## src/rtl/cmpadc_pkg.sv

```systemverilog
package cmpadc_pkg;
    localparam int REG_W  = 8;
    localparam int NIB_W  = 4;
    localparam int CH_W   = 2;
    localparam int NUM_CH = 1 << CH_W;

    // bit positions software relies on
    localparam int POS_RESULT = 7;
    localparam int POS_CHAN   = 5;
    localparam int POS_START  = 4;
    localparam int POS_MODE   = 4;

    localparam logic ADDR_CTRL = 1'b0;
    localparam logic ADDR_AUX  = 1'b1;

    typedef struct packed {
        logic [CH_W-1:0]  chan;
        logic [NIB_W-1:0] ref_hi;
        logic [NIB_W-1:0] ref_lo;
        logic             cont_en;
        logic             start;
        logic             result;
    } regs_t;
endpackage

```

## src/rtl/cmpadc_sync.sv

```systemverilog
module cmpadc_sync #(
    parameter int STAGES = 2
) (
    input  logic clk,
    input  logic rst_n,
    input  logic async_in,
    output logic sync_out
);
    logic [STAGES-1:0] st_d, st_q;

    for (genvar g = 0; g < STAGES; g++) begin : g_stage
        if (g == 0) begin : g_first
            always_comb st_d[g] = async_in;
        end else begin : g_next
            always_comb st_d[g] = st_q[g-1];
        end
    end

    always_ff @(posedge clk or negedge rst_n) begin
        if (!rst_n) st_q <= '0;
        else        st_q <= st_d;
    end

    assign sync_out = st_q[STAGES-1];
endmodule

```

## src/rtl/cmpadc_chan_dec.sv

```systemverilog
module cmpadc_chan_dec
    import cmpadc_pkg::*;
(
    input  logic [CH_W-1:0]   chan,
    output logic [NUM_CH-1:0] mux_sel
);
    // input i is reached by code (i+1) mod NUM_CH
    for (genvar i = 0; i < NUM_CH; i++) begin : g_sel
        localparam logic [CH_W-1:0] CODE = CH_W'((i + 1) % NUM_CH);
        always_comb mux_sel[i] = (chan == CODE);
    end
endmodule

```

## src/rtl/cmpadc_settle.sv

```systemverilog
module cmpadc_settle #(
    parameter int SETTLE_CYCLES = 8
) (
    input  logic clk,
    input  logic rst_n,
    input  logic run,
    input  logic restart,
    output logic fire
);
    localparam int CNT_W = (SETTLE_CYCLES > 1) ? $clog2(SETTLE_CYCLES) : 1;
    localparam logic [CNT_W-1:0] LIM = CNT_W'(SETTLE_CYCLES - 1);

    logic [CNT_W-1:0] cnt_d, cnt_q;

    always_comb begin
        fire  = run && !restart && (cnt_q == LIM);
        cnt_d = cnt_q;
        if (!run || restart || fire) cnt_d = '0;
        else                         cnt_d = cnt_q + 1'b1;
    end

    always_ff @(posedge clk or negedge rst_n) begin
        if (!rst_n) cnt_q <= '0;
        else        cnt_q <= cnt_d;
    end


    cnt_range_chk: assert property (@(posedge clk) disable iff (!rst_n)
        cnt_q <= LIM);
endmodule

```

## src/rtl/cmpadc_regs.sv

```systemverilog
module cmpadc_regs
    import cmpadc_pkg::*;
(
    input  logic             clk,
    input  logic             rst_n,
    input  logic             wr_en,
    input  logic             addr,
    input  logic [REG_W-1:0] wdata,
    input  logic             fire,
    input  logic             cmp_s,
    output regs_t            regs
);
    regs_t r_d, r_q;

    always_comb begin
        r_d = r_q;
        if (fire) begin
            r_d.result = cmp_s;
            r_d.start  = 1'b0;
        end
        if (r_q.cont_en) r_d.result = cmp_s;
        if (wr_en) begin
            if (addr == ADDR_CTRL) begin
                r_d.chan   = wdata[POS_CHAN +: CH_W];
                r_d.ref_hi = wdata[NIB_W-1:0];
                if (wdata[POS_START]) r_d.start = 1'b1;
            end else begin
                r_d.cont_en = wdata[POS_MODE];
                r_d.ref_lo  = wdata[NIB_W-1:0];
            end
        end
    end

    always_ff @(posedge clk or negedge rst_n) begin
        if (!rst_n) r_q <= '0;
        else        r_q <= r_d;
    end

    assign regs = r_q;


    start_fall_chk: assert property (@(posedge clk) disable iff (!rst_n)
        $fell(r_q.start) |-> $past(fire));

    restart_hold_chk: assert property (@(posedge clk) disable iff (!rst_n)
        (wr_en && r_q.start) |=> r_q.start);

    cont_track_chk: assert property (@(posedge clk) disable iff (!rst_n)
        r_q.cont_en |=> (r_q.result == $past(cmp_s)));

    result_hold_chk: assert property (@(posedge clk) disable iff (!rst_n)
        (!r_q.cont_en && !fire) |=> $stable(r_q.result));
endmodule

```

## src/rtl/cmpadc_ctrl.sv

```systemverilog
module cmpadc_ctrl
    import cmpadc_pkg::*;
#(
    parameter int SETTLE_CYCLES = 8,
    parameter int SYNC_STAGES   = 2
) (
    input  logic              clk,
    input  logic              rst_n,
    input  logic              wr_en,
    input  logic              addr,
    input  logic [REG_W-1:0]  wdata,
    output logic [REG_W-1:0]  rdata,
    input  logic              cmp_in,
    output logic [REG_W-1:0]  dac_word,
    output logic [NUM_CH-1:0] mux_sel
);
    regs_t regs;
    logic  cmp_s;
    logic  fire;

    cmpadc_sync #(.STAGES(SYNC_STAGES)) u_sync (
        .clk(clk), .rst_n(rst_n), .async_in(cmp_in), .sync_out(cmp_s)
    );

    cmpadc_settle #(.SETTLE_CYCLES(SETTLE_CYCLES)) u_settle (
        .clk(clk), .rst_n(rst_n), .run(regs.start), .restart(wr_en), .fire(fire)
    );

    cmpadc_regs u_regs (
        .clk(clk), .rst_n(rst_n), .wr_en(wr_en), .addr(addr), .wdata(wdata),
        .fire(fire), .cmp_s(cmp_s), .regs(regs)
    );

    cmpadc_chan_dec u_dec (
        .chan(regs.chan), .mux_sel(mux_sel)
    );

    always_comb begin
        if (addr == ADDR_CTRL)
            rdata = {regs.result, regs.chan, regs.start, regs.ref_hi};
        else
            rdata = {3'b000, regs.cont_en, regs.ref_lo};
        dac_word = {regs.ref_hi, regs.ref_lo};
    end


    sel_onehot_chk: assert property (@(posedge clk) disable iff (!rst_n)
        $countones(mux_sel) == 1);
endmodule

```

## config.mk

```make
export PLATFORM = sky130hd
export DESIGN_NAME = cmpadc_ctrl
export DESIGN_NICKNAME = d
export VERILOG_FILES = /design/src/rtl/cmpadc_pkg.sv /design/src/rtl/cmpadc_sync.sv /design/src/rtl/cmpadc_chan_dec.sv /design/src/rtl/cmpadc_settle.sv /design/src/rtl/cmpadc_regs.sv /design/src/rtl/cmpadc_ctrl.sv
export SDC_FILE = /design/constraint.sdc
export NUM_CORES = 1
export LEC_CHECK = 0
export ABC_AREA = 1
export BUFFER_PORTS_ARGS = -buffer_cell sky130_fd_sc_hd__buf_2
export CORE_MARGIN = 2
export CORE_UTILIZATION = 43
export CTS_CLUSTER_SIZE = 10
export DETAILED_ROUTE_END_ITERATION = 10
export GPL_TIMING_DRIVEN = 0
export PLACE_DENSITY = 0.72
export SYNTH_ARGS = -nofsm -noshare
export SYNTH_HDL_FRONTEND = slang
export SYNTH_SLANG_ARGS = --single-unit
```

## constraint.sdc

```tcl
create_clock -name clk -period 1 [get_ports clk]
set_input_delay 0.2 -clock clk [delete_from_list [all_inputs] [get_ports clk]]
set_output_delay 0.2 -clock clk [all_outputs]
set_load 0.02 [all_outputs]
```

==> impl_metrics.env, run 1 <==
export IMPL_dr_pass1_iters=4
export IMPL_fill_cells=154
export IMPL_clockPowerShare_pct=20.7
export IMPL_netSwitchingPower_mw=0.688
export IMPL_dp_worst_setup_slack_ns=-0.102
export IMPL_grt_pass1_vias=835
export IMPL_drv_slew=0
export IMPL_die_h_um=49.9
export IMPL_synth_distinct_cells=16
export IMPL_grt_pass1_wl_mm=3.60
export IMPL_avgRoutedWirePerCell_um=11.9
export IMPL_status="complete, but fails checks"
export IMPL_cpPeakStageDelay_ns=0.44
export IMPL_syn_inst=102
export IMPL_cp_max_fo=4
export IMPL_antenna_left=0
export IMPL_vias=823
export IMPL_drc=0
export IMPL_area_growth_pct=58.7
export IMPL_grt_util_met2_pct=34.2
export IMPL_clock_root_buffer="clkbuf_4"
export IMPL_yosys_top_cells_count="nand2_1 (27), dfrtp_1 (18), inv_1 (15)"
export IMPL_drive_gt1_share_pct=54.0
export IMPL_cts_tree="done"
export IMPL_io_pins=33
export IMPL_start_util_pct=45.7
export IMPL_postSynthAreaPerCell_um2=8.88
export IMPL_p_seq_share_pct=40.8
export IMPL_avgViaCountPerCell=4.65
export IMPL_synth_most_common_cell="nand2_1"
export IMPL_worstSetupPathType="register to output pin"
export IMPL_synth_warnings=0
export IMPL_ys_flop_type="dfrtp_1"
export IMPL_netlist_area_um2=906
export IMPL_gp_congestion=0.774
export IMPL_fin_ws_ns=-0.230
export IMPL_yosysSeqAreaShare_pct=49.7
export IMPL_fin_hold_ws_ns=0.148
export IMPL_period_share_pct=123
export IMPL_grt_overflow=0
export IMPL_use_met1_pct=21.9
export IMPL_wirelength_mm=2.10
export IMPL_ir_worst_vdd_uv=1110
export IMPL_clock_sinks=18
export IMPL_drv_cap=0
export IMPL_slowest_stage="dfrtp_1"
export IMPL_clkLatencyLatePin_ns=0.29
export IMPL_violations="negative setup slack"
export IMPL_io_buffer_count=30
export IMPL_p_comb_share_pct=38.5
export IMPL_antenna_found_initial=0
export IMPL_holdCritPathClass="primary input to register"
export IMPL_stdcell_area_um2=1440
export IMPL_grt_met3_usage_pct=2.42
export IMPL_hold_viol_final=0
export IMPL_cts_buffers=3
export IMPL_dieArea_um2=2490
export IMPL_synth_largest_area_cell="dfrtp_1"
export IMPL_setup_viol=25
export IMPL_final_cell_count_no_fill=177
export IMPL_worst_pin_slew_ns=0.391
export IMPL_dp_hpwl_mm=1.31
export IMPL_endpoint_kind="output pin"
export IMPL_n_antenna_cell=0
export IMPL_grt_most_used_layer="met2"
export IMPL_yosys_register_bits=18
export IMPL_fin_crit_ns=1.23
export IMPL_rsz0062_at_grt="yes"
export IMPL_fin_nets=166
export IMPL_die_w_um=49.9
export IMPL_switching_share_pct=31.8
export IMPL_synth_top_area_share_pct=49.7
export IMPL_place_detailed_instances=159
export IMPL_htreeDepth=1
export IMPL_grt_usage_pct=19.0
export IMPL_fp_row_count=16
export IMPL_utilization_pct=72.5
export IMPL_core_area_um2=1980
export IMPL_clk_pin_slew_ns=0.10
export IMPL_crit_chain="inv_2 > nor2_1 > buf_4"
export IMPL_leakage_nw=0.770
export IMPL_synth_area_top_cells="dfrtp_1 (50%), nand2_1 (11%), buf_4 (6.6%)"
export IMPL_synth_nets=117
export IMPL_async_reset_ff_share_pct=100
export IMPL_intPower_mw=1.47
export IMPL_clock_fmax_mhz=813
export IMPL_maxSlewHeadroom_pct=73.9
export IMPL_grt_max_degree=19
export IMPL_p_per_area_nw_per_um2=1500
export IMPL_post_dp_cell_area_um2=1100
export IMPL_cts_max_path_buffers=2
export IMPL_synth_edf_count=0
export IMPL_crit_required_ns=0.80
export IMPL_crit_arrival_ns=1.03
export IMPL_startpoint_type="register"
export IMPL_drt_first_iter_violations=11
export IMPL_finalClockSkew_ns=0.00528
-- sequential cells by signal (all words and copies together) (netlist names) --
signal	flops
u_sync.st_q	2
u_settle.cnt_q	3
u_regs.regs	13
-- worst max-delay path, delay by kind of cell, from the launching register on --
family / cells / cell delay [ns]
flops: 1 / 0.44
buf+inv: 2 / 0.21
simple gates: 1 / 0.09
-- cell type report --
cell class | count | area (um^2) | share of cell area [%]
sequential | 18 | 450 | 31.3
inverter | 16 | 67.6 | 4.70
tap | 27 | 33.8 | 2.35
clock buffer | 4 | 36.3 | 2.52
buffer | 10 | 121 | 8.44
timing repair buffer | 44 | 370 | 25.8
multi-input combinational | 58 | 358 | 24.9
-- layout by cell type, fill, tap and decap left out, types with 4 or more instances in the layout --
cell type	netlist	layout
buf_2	0	10
buf_6	1	25
inv_2	0	4
buf_4	8	16
inv_1	15	11
nor2_1	11	7
dfrtp_1	18	18
nand2_1	27	26
o21ai_2	5	6
o21ai_0	6	5
-- path summary, 6_finish.rpt --
| path | startpoint | to | slack (ns) | cells past startpoint |
|---|---|---|---|---|
| setup reg to reg | u_settle.cnt_q[0] | u_regs.regs[0] | -0.10 | 6 |
| hold / removal | wdata[2] | u_regs.regs[9] | 0.15 | 3 |
| hold reg to reg | u_sync.st_q[0] | u_sync.st_q[1] | 0.36 | 0 |
| setup / recovery | u_regs.regs[11] | mux_sel[0] | -0.23 | 3 |
| max in group asynchronous | rst_n | u_regs.regs[1] | 0.37 | 2 |
| min in group asynchronous | rst_n | u_regs.regs[5] | 0.34 | 2 |
-- routing by layer --
layer  share of wire [%]  vias to the layer above
met2                  54                       28
met3                 4.7                        6
met1                  39                      390
met4                 2.1                        0
li1                    -                      399
met5                   0                        -
-- through the flow --
stage	TNS (ns)	total power, mW
3_3_place_gp	-0.147	1.40
2_1_floorplan	-0.0261	1.25
6_report	-3.93	2.16
4_1_cts	-3.74	2.07
3_5_place_dp	-0.361	1.42
5_1_grt	-5.18	2.29
-- kinds of logic after synthesis --
logic type / count (synthesis) / synth area share (%)
AND/OR/NAND/NOR: 43 / 19.9
buffers and inverters: 26 / 17.5
flip-flops: 18 / 49.7
AO/OA/AOI/OAI: 13 / 10.1
adder cells (fa/ha/maj): 2 / 2.76
-- power groups by stage --
stage          Sequential, mW  Clock, mW  Combinational, mW
2_1_floorplan           0.865          0              0.383
3_3_place_gp            0.874          0              0.528
3_5_place_dp            0.879          0              0.541
4_1_cts                 0.876      0.457              0.742
5_1_grt                 0.894      0.492              0.900
6_report                0.881      0.448              0.832
-- repair_timing --
| action | CTS | global route |
|---|---|---|
| pin swaps | 13 | 1 |
| resized for setup | 50 | 9 |
| hold endpoints to repair | 18 | 1 |
| hold buffers | 1 | 1 |
| setup buffers | 6 | 6 |
| endpoints found under the setup margin | 25 | 25 |
Power figures use the tool's default switching activity.
==> run 2, diff against run 1 <==
Settings changed: REMOVE_ABC_BUFFERS from default to 1.
==> run 2 against run 1 <==
- the flow still finishes with violations (negative setup slack)
- count of clock-buffer cells in the layout did not move
- clock power fell by 2%
- global-route usage fell by 1.7 points
- combinational power fell by 8.4%
- via count fell by 5.1%
- cell count fell by 4.0%
- hold slack got worse by 0.0026 ns
- core utilization fell by 3.8 points
- maximum frequency rose by 1.6%
- design area fell by 5.2%
- critical path type unchanged
- largest power group unchanged
==> impl_metrics.env, run 2 (synthesized netlist as in run 1, its figures left out) <==
export IMPL_status="complete, but fails checks"
export IMPL_violations="negative setup slack"
export IMPL_htreeDepth=1
export IMPL_critPathBufInv=2
export IMPL_reg2reg_from="u_settle.cnt_q[0]"
export IMPL_area_growth_pct=50.4
export IMPL_drv_cap=0
export IMPL_worst_pin_slew_ns=0.401
export IMPL_die_w_um=49.9
export IMPL_p_total_mw=2.08
export IMPL_crit_arrival_ns=1.01
export IMPL_layout_common_cells="nand2_1 (25), buf_6 (25), dfrtp_1 (16)"
export IMPL_dp_hpwl_mm=1.13
export IMPL_wirelength_mm=1.94
export IMPL_endpoint_kind="output pin"
export IMPL_min_to="u_regs.regs[11]"
export IMPL_drive_gt1_share_pct=54.5
export IMPL_grt_usage_pct=17.3
export IMPL_setup_viol=24
export IMPL_fin_ws_ns=-0.211
export IMPL_grt_pass1_vias=763
export IMPL_fill_cells=160
export IMPL_io_pins=33
export IMPL_core_area_um2=1980
export IMPL_clkLatencyLatePin_ns=0.29
export IMPL_antenna_found_initial=0
export IMPL_vias=781
export IMPL_drc=0
export IMPL_clock_fmax_mhz=826
export IMPL_period_share_pct=121
export IMPL_hold_path_depth=3
export IMPL_hold_start="wdata[5]"
export IMPL_r2r_slack_ns=-0.10
export IMPL_slowest_stage="dfrtp_1"
export IMPL_start_util_pct=45.7
export IMPL_crit_required_ns=0.80
export IMPL_startpoint_type="register"
export IMPL_largest_reg_flops=13
export IMPL_cpPeakStageDelay_ns=0.38
export IMPL_cp_top_family="flip-flops"
export IMPL_ir_worst_vdd_uv=1310
export IMPL_avgViaCountPerCell=4.59
export IMPL_cp_max_fo=2
export IMPL_cts_max_path_buffers=2
export IMPL_r2r_end="u_regs.regs[0]"
export IMPL_fin_nets=159
export IMPL_rsz0062_at_grt="yes"
export IMPL_dr_pass1_iters=6
export IMPL_stdcell_area_um2=1360
export IMPL_n_antenna_cell=0
export IMPL_p_per_area_nw_per_um2=1530
export IMPL_avgRoutedWirePerCell_um=11.4
export IMPL_holdCritPathClass="primary input to register"
export IMPL_antenna_left=0
export IMPL_leakage_nw=0.722
export IMPL_fp_row_count=16
export IMPL_clock_root_buffer="clkbuf_4"
export IMPL_tns_ns=-3.32
export IMPL_dieArea_um2=2490
export IMPL_drt_first_iter_violations=8
export IMPL_worstSetupPathType="register to output pin"
export IMPL_hold_viol_final=0
export IMPL_grt_pass1_wl_mm=3.22
export IMPL_grt_overflow=0
export IMPL_fin_crit_ns=1.21
export IMPL_final_cell_count_no_fill=170
export IMPL_place_detailed_instances=150
export IMPL_grt_max_degree=19
export IMPL_cts_buffers=3
export IMPL_crit_chain="inv_2 > o21ai_2 > buf_6"
export IMPL_finalClockSkew_ns=0.00579
export IMPL_die_h_um=49.9
export IMPL_r2r_cells=6
export IMPL_utilization_pct=68.8
export IMPL_maxSlewHeadroom_pct=73.3
export IMPL_clock_sinks=18
export IMPL_io_buffer_count=31
export IMPL_drv_slew=0
export IMPL_fin_hold_ws_ns=0.145
export IMPL_dp_worst_setup_slack_ns=-0.152
export IMPL_clk_pin_slew_ns=0.10
export IMPL_post_dp_cell_area_um2=1000
export IMPL_gp_congestion=0.703
export IMPL_cts_tree="done"
## run 2: cell types whose count changed in the layout (fill, tap and decap cells not counted), moves of 2 or more
cell | previous run | this run
nor2_2 | 3 | 5
dfrtp_1 | 18 | 16
buf_4 | 16 | 9
dfrtp_2 | 0 | 2
## run 2: what timing repair did
action | in CTS | in global routing
pin swaps | 11 | 7
cloned | 0 | 0
hold buffers | 1 | 1
setup endpoints to repair | 25 | 26
endpoints found under the hold margin | 18 | 1
gates resized for setup | 42 | 25
buffers inserted | 4 | 11
## run 2: per-layer routing
layer	up-vias	share of wire (%)	GRT usage (%)
met5	-	0	0
met1	368	40	20.9
li1	388	-	-
met3	4	3.1	1.82
met2	21	56	30.4
met4	0	1.7	8.33
## run 2: cell type report
| cell class | count | area [um^2] | share of cell area, % |
|---|---|---|---|
| Clock buffer | 4 | 36.3 | 2.66 |
| Inverter | 16 | 70.1 | 5.14 |
| Multi-Input combinational cell | 58 | 345 | 25.3 |
| Sequential cell | 18 | 453 | 33.2 |
| Tap cell | 27 | 33.8 | 2.48 |
| Timing Repair Buffer | 47 | 424 | 31.1 |
## run 2: how the worst max path moves through the flow
stage	from	slack, ns	endpoint	cells after the start
finish	u_regs.regs[2]	-0.21	rdata[4]	3
global route	u_regs.regs[11]	-0.27	rdata[5]	3
CTS	u_regs.regs[2]	-0.22	rdata[4]	3
detailed placement	u_settle.cnt_q[0]	-0.15	u_settle.cnt_q[1]	5
global placement	u_settle.cnt_q[0]	-0.13	u_settle.cnt_q[0]	5
floorplan	u_settle.cnt_q[0]	-0.08	u_regs.regs[0]	6
## run 2: report_power, final
group          internal, mW  leakage (nW)  switching [mW]
Sequential            0.811         0.214          0.0679
Combinational         0.388         0.487           0.373
Clock                 0.222        0.0210           0.219
## run 2: tightest hold or removal path, cell delays in order
cell     delay (ns)
buf_2          0.08
nor2_1         0.04
a21oi_2        0.09
==> run 3, diff against run 2 <==
Settings changed: CORE_UTILIZATION 43 to 51, PLACE_DENSITY 0.72 to 0.8.
Clock period 1 ns to 1.4 ns, I/O delays scaled along.
==> run 3 against run 2 <==
- the flow now finishes without violations
- first-iteration DRC count grew 38%
- design area shrank 23%
- sequential power shrank 30%
- worst setup slack gained 0.29 ns
- cell count shrank 14%
- register-to-register slack gained 0.32 ns
- clock skew shrank 0.0053 ns
- clock power shrank 30%
- non-clock buffer count shrank 14
- via count shrank 12%
- critical path depth is the same
==> impl_metrics.env, run 3 (synthesized netlist as in run 1, its figures left out) <==
export IMPL_status="completed"
export IMPL_rsz0062_at_grt="no"
export IMPL_vias=688
export IMPL_switching_share_pct=32.3
export IMPL_die_h_um=46.1
export IMPL_endpoint_kind="output pin"
export IMPL_netSwitchingPower_mw=0.409
export IMPL_n_antenna_cell=0
export IMPL_area_growth_pct=15.3
export IMPL_grt_usage_pct=17.4
export IMPL_dieArea_um2=2130
export IMPL_clock_sinks=18
export IMPL_setup_viol=0
export IMPL_wirelength_mm=1.60
export IMPL_post_dp_cell_area_um2=991
export IMPL_worst_pin_slew_ns=0.390
export IMPL_cp_max_fo=3
export IMPL_final_common_cell="buf_2"
export IMPL_grt_overflow=0
export IMPL_hold_viol_final=0
export IMPL_antenna_found_initial=0
export IMPL_clk_pin_slew_ns=0.10
export IMPL_cts_max_path_buffers=2
export IMPL_leakage_nw=0.625
export IMPL_crit_chain="inv_1 > o21ai_0 > buf_2"
export IMPL_cts_buffers=3
export IMPL_drv_cap=0
export IMPL_avgViaCountPerCell=4.71
export IMPL_avgRoutedWirePerCell_um=10.9
export IMPL_drv_slew=0
export IMPL_grt_pass1_wl_mm=2.63
export IMPL_fin_nets=145
export IMPL_gp_congestion=0.703
export IMPL_grt_pass1_vias=637
export IMPL_p_seq_share_pct=48.7
export IMPL_cts_resized=0
export IMPL_cpPeakStageDelay_ns=0.36
export IMPL_fill_cells=166
export IMPL_slowest_stage="dfrtp_1"
export IMPL_die_w_um=46.1
export IMPL_clock_fmax_mhz=757
export IMPL_clock_root_buffer="clkbuf_4"
export IMPL_startpoint_type="register"
export IMPL_drt_first_iter_violations=11
export IMPL_regArea_um2=450
export IMPL_tns_ns=0
export IMPL_p_total_mw=1.26
export IMPL_crit_arrival_ns=1.04
export IMPL_dr_pass1_iters=3
export IMPL_grt_max_degree=19
export IMPL_finalClockSkew_ns=0.000481
export IMPL_fp_row_count=15
export IMPL_start_util_pct=53.6
export IMPL_cts_tree="done"
export IMPL_r2r_cells=5
export IMPL_p_comb_share_pct=26.8
export IMPL_worstSetupPathType="register to output pin"
export IMPL_holdCritPathClass="primary input to register"
export IMPL_htreeDepth=1
export IMPL_ir_worst_vdd_uv=803
export IMPL_dp_hpwl_mm=1.19
export IMPL_intPower_mw=0.855
export IMPL_io_pins=33
export IMPL_p_per_area_nw_per_um2=1210
export IMPL_layout_common_cells="buf_2 (31), nand2_1 (27), dfrtp_1 (18)"
export IMPL_drive_gt1_share_pct=36.4
export IMPL_clockPowerShare_pct=24.5
export IMPL_fin_crit_ns=1.32
export IMPL_maxSlewHeadroom_pct=74.0
export IMPL_drc=0
export IMPL_stdcell_area_um2=1040
export IMPL_io_buffer_count=31
export IMPL_crit_required_ns=1.12
export IMPL_multi_input_area_um2=297
export IMPL_period_share_pct=94.4
export IMPL_core_area_um2=1690
export IMPL_largest_reg_flops=13
export IMPL_hold_path_depth=1
export IMPL_clkLatencyLatePin_ns=0.28
export IMPL_antenna_left=0
[run 3: cell type report]
cell class | count | area share, %
Clock buffer | 4 | 3.47
Multi-Input combinational cell | 58 | 28.4
Timing Repair Buffer | 33 | 16.5
Tap cell | 17 | 2.04
Inverter | 16 | 6.47
Sequential cell | 18 | 43.1
[run 3: critical path, delay by kind of cell (launching register included)]
kind	cells	cell delay (ns)
flip-flops	1	0.36
buffers and inverters	2	0.25
AO/OA/AOI/OAI	1	0.15
[run 3: timing repair]
action	in CTS	in global routing
buffers inserted	0	1
hold buffers	1	0
endpoints found under the setup margin	0	1
endpoints found under the hold margin	18	0
[run 3: worst paths after layout]
| check | startpoint | endpoint | slack, ns |
|---|---|---|---|
| setup reg to reg | u_settle.cnt_q[0] | u_settle.cnt_q[2] | 0.22 |
| max in group asynchronous | rst_n | u_regs.regs[7] | 0.69 |
| min in group asynchronous | rst_n | u_settle.cnt_q[0] | 0.44 |
| hold reg to reg | u_sync.st_q[0] | u_sync.st_q[1] | 0.37 |
| setup / recovery | u_regs.regs[2] | rdata[4] | 0.08 |
| hold / removal | cmp_in | u_sync.st_q[0] | 0.09 |
[run 3: per-stage QoR]
step                worst slack [ns]  hold WS [ns]  cells  utilization (%)
global route                  0.0120        0.0761    146             61.9
CTS                           0.0519        0.0806    145             61.4
finish                        0.0786        0.0919    146             61.9
detailed placement             0.150         0.226    140             58.7
global placement               0.158         0.219    140             58.7
floorplan                      0.266       -0.0156     92                -
[run 3: power by group through the flow]
| stage | combinational [mW] | sequential, mW | clock (mW) |
|---|---|---|---|
| floorplan | 0.177 | 0.657 | 0 |
| global placement | 0.325 | 0.623 | 0 |
| detailed placement | 0.335 | 0.626 | 0 |
| CTS | 0.338 | 0.616 | 0.322 |
| global route | 0.382 | 0.623 | 0.352 |
| finish | 0.339 | 0.615 | 0.310 |
[run 3: per-layer routing]
layer / up-vias / GRT usage, % / wire length (um)
li1: 355 / - / -
met1: 311 / 21.6 / 720
met2: 20 / 29.2 / 797
met3: 2 / 2.35 / 66
met4: 0 / 8.57 / 12
met5: - / 0 / 0
